**src/rtl/dma_seq_pkg.sv**
```systemverilog
package dma_seq_pkg;
  typedef enum logic [3:0] {
    ST_IDLE     = 4'h0,
    ST_RD_CTRL  = 4'h1,
    ST_RD_SRC   = 4'h2,
    ST_RD_DST   = 4'h3,
    ST_RD_DATA  = 4'h4,
    ST_WR_DATA  = 4'h5,
    ST_WAIT_CLR = 4'h6,
    ST_WR_CTRL  = 4'h7,
    ST_SUSPEND  = 4'h8,
    ST_DONE     = 4'h9,
    ST_PSG      = 4'hA
  } dma_state_e;

  localparam int MODE_LSB    = 0;
  localparam int MODE_W      = 2;
  localparam int SRC_INC_BIT = 2;
  localparam int DST_INC_BIT = 3;
  localparam int CNT_LSB     = 4;
endpackage

```
**src/rtl/dma_seq_regs.sv**
```systemverilog
module dma_seq_regs #(
  parameter int NUM_CH = 4
) (
  input  logic        clk_i,
  input  logic        rst_ni,
  input  logic        we_i,
  input  logic        waddr_i,
  input  logic [31:0] wdata_i,
  input  logic        raddr_i,
  input  logic [3:0]  state_i,
  output logic [31:0] rdata_o,
  output logic        en_o
);
  localparam logic [4:0] CH_M1 = 5'(NUM_CH - 1);

  logic en_q;
  logic unused_wdata;
  assign unused_wdata = ^wdata_i[31:1];

  always_ff @(posedge clk_i or negedge rst_ni) begin
    if (!rst_ni)              en_q <= 1'b0;
    else if (we_i && waddr_i) en_q <= wdata_i[0];
  end

  always_comb begin
    rdata_o = '0;
    if (!raddr_i) begin
      rdata_o[20:16] = CH_M1;
      rdata_o[7:4]   = state_i;
      rdata_o[0]     = en_q;
    end
  end

  assign en_o = en_q;

  p_en_write_r3: assert property (@(posedge clk_i) disable iff (!rst_ni)
    we_i && waddr_i |=> en_o == $past(wdata_i[0]));
  p_en_hold_r3: assert property (@(posedge clk_i) disable iff (!rst_ni)
    !(we_i && waddr_i) |=> $stable(en_o));
endmodule

```
**src/rtl/dma_seq_arb.sv**
```systemverilog
module dma_seq_arb #(
  parameter int NUM_CH = 4,
  parameter int CH_W   = 2
) (
  input  logic              clk_i,
  input  logic              rst_ni,
  input  logic [NUM_CH-1:0] req_i,
  output logic              valid_o,
  output logic [CH_W-1:0]   idx_o
);
  always_comb begin
    idx_o = '0;
    for (int i = NUM_CH - 1; i >= 0; i--) begin
      if (req_i[i]) idx_o = CH_W'(i);
    end
  end

  assign valid_o = |req_i;

  p_lowest_wins_r8: assert property (@(posedge clk_i) disable iff (!rst_ni)
    valid_o |-> req_i[idx_o] &&
      ((req_i & ((NUM_CH'(1) << idx_o) - NUM_CH'(1))) == '0));
endmodule

```
**src/rtl/dma_seq_fsm.sv**
```systemverilog
module dma_seq_fsm
  import dma_seq_pkg::*;
#(
  parameter int              NUM_CH    = 4,
  parameter int              CH_W      = 2,
  parameter int              AW        = 32,
  parameter int              CNT_W     = 10,
  parameter logic [AW-1:0]   DESC_BASE = '0
) (
  input  logic              clk_i,
  input  logic              rst_ni,
  input  logic              en_i,
  input  logic              arb_valid_i,
  input  logic [CH_W-1:0]   arb_idx_i,
  input  logic [NUM_CH-1:0] chan_req_i,
  output logic              mem_req_o,
  output logic              mem_we_o,
  output logic [AW-1:0]     mem_addr_o,
  output logic [31:0]       mem_wdata_o,
  input  logic [31:0]       mem_rdata_i,
  input  logic              mem_ready_i,
  output logic [3:0]        state_o,
  output logic [NUM_CH-1:0] done_o
);
  dma_state_e          state_q;
  logic [CH_W-1:0]     ch_q;
  logic [31:0]         ctrl_q, data_q;
  logic [AW-1:0]       src_q, dst_q;
  logic [CNT_W-1:0]    rem_q;
  logic                xfer;
  logic [AW-1:0]       desc_addr, src_addr, dst_addr, rem_off;
  logic [31:0]         wb_ctrl;

  assign xfer      = mem_req_o && mem_ready_i;
  assign desc_addr = DESC_BASE + (AW'(ch_q) << 4);
  assign rem_off   = AW'(rem_q) << 2;
  assign src_addr  = ctrl_q[SRC_INC_BIT] ? src_q - rem_off : src_q;
  assign dst_addr  = ctrl_q[DST_INC_BIT] ? dst_q - rem_off : dst_q;

  always_comb begin
    wb_ctrl = ctrl_q;
    wb_ctrl[CNT_LSB +: CNT_W]   = '0;
    wb_ctrl[MODE_LSB +: MODE_W] = '0;
  end

  always_comb begin
    mem_req_o  = 1'b1;
    mem_we_o   = 1'b0;
    mem_addr_o = desc_addr + AW'(8);
    case (state_q)
      ST_RD_CTRL: ;
      ST_RD_SRC:  mem_addr_o = desc_addr;
      ST_RD_DST:  mem_addr_o = desc_addr + AW'(4);
      ST_RD_DATA: mem_addr_o = src_addr;
      ST_WR_DATA: begin mem_we_o = 1'b1; mem_addr_o = dst_addr; end
      ST_WR_CTRL: mem_we_o = 1'b1;
      default:    mem_req_o = 1'b0;
    endcase
  end

  assign mem_wdata_o = (state_q == ST_WR_CTRL) ? wb_ctrl : data_q;

  always_ff @(posedge clk_i or negedge rst_ni) begin
    if (!rst_ni) begin
      state_q <= ST_IDLE;
      ch_q    <= '0;
      ctrl_q  <= '0;
      data_q  <= '0;
      src_q   <= '0;
      dst_q   <= '0;
      rem_q   <= '0;
    end else begin
      case (state_q)
        ST_IDLE: if (en_i && arb_valid_i) begin
          ch_q    <= arb_idx_i;
          state_q <= ST_RD_CTRL;
        end
        ST_RD_CTRL: if (xfer) begin
          if (!en_i) state_q <= ST_IDLE;
          else begin
            ctrl_q  <= mem_rdata_i;
            rem_q   <= mem_rdata_i[CNT_LSB +: CNT_W];
            state_q <= ST_RD_SRC;
          end
        end
        ST_RD_SRC: if (xfer) begin
          if (!en_i) state_q <= ST_IDLE;
          else begin src_q <= AW'(mem_rdata_i); state_q <= ST_RD_DST; end
        end
        ST_RD_DST: if (xfer) begin
          if (!en_i) state_q <= ST_IDLE;
          else begin dst_q <= AW'(mem_rdata_i); state_q <= ST_RD_DATA; end
        end
        ST_RD_DATA: if (xfer) begin
          if (!en_i) state_q <= ST_IDLE;
          else begin data_q <= mem_rdata_i; state_q <= ST_WR_DATA; end
        end
        ST_WR_DATA: if (xfer) begin
          if (!en_i)             state_q <= ST_IDLE;
          else if (rem_q == '0)  state_q <= ST_WAIT_CLR;
          else begin rem_q <= rem_q - 1'b1; state_q <= ST_RD_DATA; end
        end
        ST_WAIT_CLR: begin
          if (!en_i)                  state_q <= ST_IDLE;
          else if (!chan_req_i[ch_q]) state_q <= ST_WR_CTRL;
        end
        ST_WR_CTRL: if (xfer) state_q <= en_i ? ST_DONE : ST_IDLE;
        default: state_q <= ST_IDLE;
      endcase
    end
  end

  always_comb begin
    done_o = '0;
    if (state_q == ST_DONE) done_o[ch_q] = 1'b1;
  end

  assign state_o = state_q;

  p_req_hold_r11: assert property (@(posedge clk_i) disable iff (!rst_ni)
    mem_req_o && !mem_ready_i |=> mem_req_o && $stable(mem_addr_o) &&
      $stable(mem_we_o) && $stable(mem_wdata_o));
  p_done_onehot_r7: assert property (@(posedge clk_i) disable iff (!rst_ni)
    $onehot0(done_o));
  p_done_pulse_r7: assert property (@(posedge clk_i) disable iff (!rst_ni)
    |done_o |=> !(|done_o));
  p_wait_hold_r6: assert property (@(posedge clk_i) disable iff (!rst_ni)
    state_q == ST_WAIT_CLR && en_i && chan_req_i[ch_q] |=> state_q == ST_WAIT_CLR);
  p_idle_off_r3: assert property (@(posedge clk_i) disable iff (!rst_ni)
    state_q == ST_IDLE && !en_i |=> state_q == ST_IDLE);
  p_abort_r9: assert property (@(posedge clk_i) disable iff (!rst_ni)
    !en_i && xfer |=> state_q == ST_IDLE && !(|done_o));
  p_code_legal_r10: assert property (@(posedge clk_i) disable iff (!rst_ni)
    state_o < 4'hA);
endmodule

```
**src/rtl/dma_seq.sv**
```systemverilog
module dma_seq #(
  parameter int            NUM_CH    = 4,
  parameter int            AW        = 32,
  parameter int            CNT_W     = 10,
  parameter logic [AW-1:0] DESC_BASE = '0
) (
  input  logic              clk_i,
  input  logic              rst_ni,
  input  logic              reg_we_i,
  input  logic              reg_waddr_i,
  input  logic [31:0]       reg_wdata_i,
  input  logic              reg_raddr_i,
  output logic [31:0]       reg_rdata_o,
  input  logic [NUM_CH-1:0] chan_req_i,
  output logic [NUM_CH-1:0] chan_done_o,
  output logic              mem_req_o,
  output logic              mem_we_o,
  output logic [AW-1:0]     mem_addr_o,
  output logic [31:0]       mem_wdata_o,
  input  logic [31:0]       mem_rdata_i,
  input  logic              mem_ready_i
);
  localparam int CH_W = (NUM_CH > 1) ? $clog2(NUM_CH) : 1;

  logic            en;
  logic            arb_valid;
  logic [CH_W-1:0] arb_idx;
  logic [3:0]      state;

  dma_seq_regs #(.NUM_CH(NUM_CH)) u_regs (
    .clk_i   (clk_i),
    .rst_ni  (rst_ni),
    .we_i    (reg_we_i),
    .waddr_i (reg_waddr_i),
    .wdata_i (reg_wdata_i),
    .raddr_i (reg_raddr_i),
    .state_i (state),
    .rdata_o (reg_rdata_o),
    .en_o    (en)
  );

  dma_seq_arb #(.NUM_CH(NUM_CH), .CH_W(CH_W)) u_arb (
    .clk_i   (clk_i),
    .rst_ni  (rst_ni),
    .req_i   (chan_req_i),
    .valid_o (arb_valid),
    .idx_o   (arb_idx)
  );

  dma_seq_fsm #(
    .NUM_CH(NUM_CH), .CH_W(CH_W), .AW(AW), .CNT_W(CNT_W), .DESC_BASE(DESC_BASE)
  ) u_fsm (
    .clk_i       (clk_i),
    .rst_ni      (rst_ni),
    .en_i        (en),
    .arb_valid_i (arb_valid),
    .arb_idx_i   (arb_idx),
    .chan_req_i  (chan_req_i),
    .mem_req_o   (mem_req_o),
    .mem_we_o    (mem_we_o),
    .mem_addr_o  (mem_addr_o),
    .mem_wdata_o (mem_wdata_o),
    .mem_rdata_i (mem_rdata_i),
    .mem_ready_i (mem_ready_i),
    .state_o     (state),
    .done_o      (chan_done_o)
  );
endmodule

```
**config.mk**
```make
export PLATFORM = sky130hd
export DESIGN_NAME = dma_seq
export DESIGN_NICKNAME = d
export VERILOG_FILES = /design/src/rtl/dma_seq_pkg.sv /design/src/rtl/dma_seq_regs.sv /design/src/rtl/dma_seq_arb.sv /design/src/rtl/dma_seq_fsm.sv /design/src/rtl/dma_seq.sv
export SDC_FILE = /design/constraint.sdc
export NUM_CORES = 1
export LEC_CHECK = 0
export BUFFER_PORTS_ARGS = -buffer_cell sky130_fd_sc_hd__buf_2
export CORE_ASPECT_RATIO = 0.7
export CORE_MARGIN = 5
export CORE_UTILIZATION = 49
export DETAILED_ROUTE_END_ITERATION = 10
export PLACE_DENSITY = 0.73
export SETUP_SLACK_MARGIN = 0.4
export SYNTH_ARGS = -nofsm -noshare
export SYNTH_HDL_FRONTEND = slang
export SYNTH_HIERARCHICAL = 1
export SYNTH_SLANG_ARGS = --single-unit
```
**constraint.sdc**
```tcl
create_clock -name clk_i -period 4.2 [get_ports clk_i]
set_clock_uncertainty 0.05 [all_clocks]
set_input_delay 0.84 -clock clk_i [delete_from_list [all_inputs] [get_ports clk_i]]
set_output_delay 0.84 -clock clk_i [all_outputs]
set_load 0.01 [all_outputs]
```
== Yosys cells after proc, flatten, opt, wreduce, memory -nomap -nowiden ==
Cells that the tools add are included.
Operators by class
  add/subtract/negate cells: 5
  multiply operators: 0
  divide/modulo/power cells: 0
  order comparisons: 2
  equal/unequal tests: 19
  shifts and indexed selects: 0
  mux-type cells: 41
  bitwise operators: 0
  reduce and logical (&&, ||, !) cells: 17
Operator list (number)
  32-bit one-hot mux with 4 select lines: 1
  32-bit 2-to-1 mux: 3
  32-bit by 12-bit subtractor with 32-bit output: 2
  4-bit 2-to-1 mux: 13
  10-bit 2-to-1 mux: 5
  4-bit one-hot mux with 8 select lines: 1
  10-bit one-hot mux with 2 select lines: 1
  4-bit by 3-bit == test with 1-bit output (second input constant): 4
  2-bit 2-to-1 mux: 8
  2-bit by 1-bit inequality test with 1-bit output (second input constant): 7
  3-bit AND reduction: 4
  10-bit zero test: 1
  10-bit by 1-bit subtractor with 10-bit output (second input constant): 1
  4-bit by 2-bit == test with 1-bit output (second input constant): 2
  8-bit AND reduction: 1
  6-bit by 3-bit adder with 7-bit output (second input constant): 1
  6-bit by 4-bit adder with 7-bit output (second input constant): 1
  3-bit 2-to-1 mux: 2
  2-bit inequality test (second input constant): 3
  6-bit AND reduction: 1
  6-bit OR reduction: 1
  1-bit 2-to-1 mux: 5
  4-bit by 1-bit == test with 1-bit output (second input constant): 1
  4-bit == test (second input constant): 1
  11 further kinds: 14
Storage, ports and cells
  register bits after elaboration: 145
  latch bits: 0
  RAM bits: 0
  ROM bits: 0
  input bits: 74
  output and inout port bits: 102
  memories: 0

== Longest topological paths before layout ==
  word-level depth: 6
  gate-level depth with buffers: 11

== By module ==
Netlist, hierarchy kept.
By module, submodules not included
  dma_seq_fsm: times used 1, cells each 742, area an instance 7861.3 sq um, sequential area each 3303.2 sq um
  dma_seq_regs: times used 1, cells each 36, area an instance 277.8 sq um, sequential area each 25.0 sq um
  dma_seq_arb: times used 1, cells each 7, area an instance 35.0 sq um, sequential area each 0.0 sq um

== Worst setup path before layout ==
No wires, ideal clock.
  kind: register to output
  from: register u_fsm.dst_q[2]
  to: output mem_addr_o[20]
  arrival time: 2.561 ns
  data required time: 3.310 ns
  slack: 0.749 ns
  cell stages (with the launch flop): 12
  path buffers: 0
  path through: dfrtp_1 -> inv_1 -> ha_1 -> inv_1 -> fa_1 -> nand3_1 -> a21oi_1 -> o41ai_1 -> nand2_1 -> or3_1 -> xor2_1 -> o22ai_1
Between the ends
  word-level cells in the longest chain between the ends: 3
Ends and longest elaborated chain
  start, declared: line dma_seq_fsm.sv:28  | logic [AW-1:0] src_q, dst_q;
  start signal, assigned: line dma_seq_fsm.sv:70  | dst_q <= '0;
  start signal, assigned: line dma_seq_fsm.sv:92  | else begin dst_q <= AW'(mem_rdata_i); state_q <= ST_RD_DATA; end
  32-bit by 12-bit subtractor with 32-bit output: line dma_seq_fsm.sv:38  | assign dst_addr = ctrl_q[DST_INC_BIT] ? dst_q - rem_off : dst_q;
  32-bit 2-to-1 mux: line dma_seq_fsm.sv:38
  32-bit one-hot mux with 4 select lines: line dma_seq_fsm.sv:50  | case (state_q)
  end, declared: line dma_seq.sv:18  | output logic [AW-1:0] mem_addr_o,
Every way passes these cells.

== Final worst setup path ==
  from: register u_fsm.dst_q[11]
  to: output mem_addr_o[27]
The elaborated chain is that of the path after synthesis.

==> results.json <==
{
  "cts_tree": "done",
  "ys_seq_area_share_pct": 40.7,
  "initial_core_util_pct": 50.0,
  "grt_overflow": 0,
  "clock_latency_ps": 420,
  "dpl.hpwl_um": 15400,
  "multiInputGateArea_sq_um": 4810,
  "drtIter0Drc": 532,
  "core_sq_um": 16300,
  "portBuffers": 119,
  "worstHoldPathType": "in -> async",
  "grt.busiest_layer": "met1",
  "drive_gt1_share_pct": 42.0,
  "n_antenna_cell": 0,
  "dr.pass1.iters": 5,
  "dieArea_sq_um": 19400,
  "die_w_um": 164,
  "seqCellArea_sq_um": 3330,
  "layoutNonFillerInstCount": 1158,
  "syn_to_final_growth_pct": 23.7,
  "finalSetupTns_ps": 0,
  "synth-edff-count": 0,
  "grt_first_pass_wirelength_um": 35100,
  "grtUsageMet3_pct": 5.81,
  "gp_congestion": 0.959,
  "synth_cells": 785,
  "synthDistinctLibCells": 63,
  "clk_path_buf_depth": 2,
  "nFillCells": 1317,
  "wl_per_cell_um": 19.4,
  "maxSlewViolCount": 0,
  "rows": 39,
  "ctsHoldBuffers": 0,
  "fin_crit_ps": 3960,
  "ir_worst_vdd_uv": 394,
  "clkTransAtPathRegs_ps": 60,
  "fmax_mhz": 253,
  "required_ps": 3310,
  "cp_data_arrival_time_ps": 3070,
  "cp-end-kind": "primary output",
  "setup_viol": 0,
  "finalHoldViolCount": 0,
  "ant_nets": 0,
  "p_leak_nw": 4.58,
  "yosysTopAreaCellShare_pct": 40.7,
  "cts_buffers": 17,
  "cap_violations": 0,
  "synth_top_area_cell": "dfrtp_1",
  "yosys_register_bits": 133,
  "crit_type": "reg -> out",
  "cts.htree.levels": 4,
  "ys_warn_count": 6,
  "period_share_pct": 94.3,
  "ys_top_cells_by_area": "dfrtp_1 41%, mux2_2 19%, xnor2_1 3.3%",
  "cts.sinks": 133,
  "use_met2_pct": 30.7,
  "avgSynthCellArea_sq_um": 10.4,
  "rsz0062_at_grt": "yes",
  "routed_wl_um": 22400,
  "tightestPinTransition_ps": 1050,
  "dieHeight_um": 118,
  "slew_headroom_pct": 29.6,
  "p_per_area_nw_per_um2": 803,
  "status": "finished clean",
  "critPathLaunchType": "register",
  "grt_pass1_vias": 6331,
  "grt_max_degree": 89,
  "grtUsageMet1_pct": 35.4,
  "viasPerCell": 5.78,
  "cp_max_fo": 6,
  "final_net_count": 1017,
  "place_inst": 1107,
  "synth.cell_area_sq_um": 8170,
  "drc_errors": 0,
  "async_flop_share_pct": 100,
  "synth_ff_type": "dfrtp_1",
  "root_buffer": "clkbuf_16",
  "vias": 6689,
  "grt_usage_pct": 22.8,
  "antenna_found_initial": 0,
  "ios": 176
}
[registers in the layout (all words and copies together) (netlist names)]
name / count
u_fsm/dst_q: 32
u_fsm/src_q: 32
u_fsm/state_o: 4
u_fsm/data_q: 32
u_fsm/ctrl_q: 20
u_regs/en_o: 1
u_fsm/rem_q: 10
u_fsm/ch_q: 2
[report_power, final]
group | switching (W) | internal, W | total (W)
registers | 0.000572 | 0.00186 | 0.00243
clock network | 0.000592 | 0.00108 | 0.00167
logic | 0.00208 | 0.00194 | 0.00402
total | 0.00324 | 0.00487 | 0.00811
[per-layer routing]
metal	wire, um	part of all wire [%]	up-vias
met3	2000	8.9	31
met2	9570	43	318
met1	10600	47	3253
met5	0	0	-
met4	282	1.3	0
li1	-	-	3087
[cell type report]
cell class | count | area share, %
Clock buffer | 18 | 4.34
Multi-Input combinational cell | 589 | 47.6
Tap cell | 225 | 2.78
Sequential cell | 133 | 32.9
Timing Repair Buffer | 157 | 9.33
Clock inverter | 14 | 2.18
Inverter | 22 | 0.817
[cell families (layout without fill, tap and decap cells)]
kind of cell | Yosys count | count (layout) | share of synthesized area (%)
DFF | 133 | 133 | 40.7
adders and majority gates | 23 | 23 | 3.70
AOI/OAI and AO/OA | 141 | 141 | 11.0
and+or+nand+nor | 196 | 196 | 12.6
buffers and inverters | 87 | 211 | 5.42
xor gates and xnor gates | 54 | 54 | 5.79
other | 1 | 25 | 0.0459
muxes | 150 | 150 | 20.7
[stage by stage]
| stage | power [W] | hold slack (ps) | cell area [sq um] | utilization (%) | setup slack [ps] |
|---|---|---|---|---|---|
| finish | 0.00811 | 430 | 10100 | 61.8 | 241 |
| global route | 0.00863 | 463 | 10100 | 61.8 | 59.1 |
| CTS | 0.00772 | 452 | 9830 | 60.1 | 245 |
| detailed placement | 0.00582 | 439 | 8980 | 54.9 | 391 |
| global placement | 0.00574 | 430 | 8980 | 54.9 | 427 |
| floorplan | 0.00485 | 422 | 8260 | - | 749 |
[cells in the mapped netlist, types with 3 or more instances]
| master | count |
|---|---|
| or3_1 | 6 |
| clkbuf_1 | 32 |
| nand4_1 | 9 |
| inv_1 | 22 |
| nand3_1 | 16 |
| mux2_2 | 136 |
| a21o_1 | 5 |
| a21oi_1 | 32 |
| and2_1 | 15 |
| nor3_1 | 19 |
| o31ai_1 | 6 |
| buf_1 | 3 |
| nand2_1 | 35 |
| nor3b_1 | 5 |
| nand2b_1 | 8 |
| xnor2_1 | 31 |
| mux2i_1 | 12 |
| a22oi_1 | 3 |
| nor4_1 | 14 |
| xor2_1 | 23 |
| buf_4 | 28 |
| o211ai_1 | 5 |
| o21ai_0 | 24 |
| nor2b_1 | 13 |
| nor2_1 | 41 |
| or4_1 | 4 |
| a211oi_1 | 7 |
| ha_1 | 21 |
| o21bai_1 | 3 |
| dfrtp_1 | 133 |
| a31oi_1 | 6 |
| o22ai_1 | 29 |
[placed cells by master (no fill, tap or decap), types with 16 or more instances in the layout]
cell | netlist | layout
mux2_2 | 136 | 136
dfrtp_1 | 133 | 131
buf_4 | 28 | 30
xor2_1 | 23 | 23
xnor2_1 | 31 | 30
buf_2 | 1 | 118
inv_1 | 22 | 18
o22ai_1 | 29 | 25
conb_1 | 1 | 25
o21ai_0 | 24 | 23
clkbuf_16 | 0 | 17
nor2_1 | 41 | 39
a21oi_1 | 32 | 29
ha_1 | 21 | 16
nand2_1 | 35 | 34
[timing repair]
action | 4_1_cts | 5_1_grt
endpoints found under the setup margin | 21 | 22
buffers inserted | 7 | 12
gates resized for setup | 29 | 41
pin swaps | 7 | 17
[path summary, 6_finish.rpt]
| path | slack (ps) | from | to | cells after the start |
|---|---|---|---|---|
| worst min-delay path | 430 | rst_ni | u_fsm/data_q[6] | 1 |
| worst max-delay path | 240 | u_fsm/dst_q[11] | mem_addr_o[27] | 8 |
| min in group clk_i | 450 | u_fsm/data_q[6] | u_fsm/data_q[6] | 1 |
| max in group asynchronous | 2940 | rst_ni | u_fsm/dst_q[15] | 2 |
| worst max register to register | 1080 | u_fsm/rem_q[0] | u_fsm/rem_q[9] | 7 |
| worst min register to register | 450 | u_fsm/data_q[6] | u_fsm/data_q[6] | 1 |
[worst max-delay path: stages, from the launching register on]
cell and delay, ps:
dfrtp_1 410, ha_1 450, nand2b_1 240, or3_2 540, o22ai_4 270, a2111oi_0 190
xnor2_1 160, o22ai_1 220, buf_2 170
(Power assumes the default switching activity.)
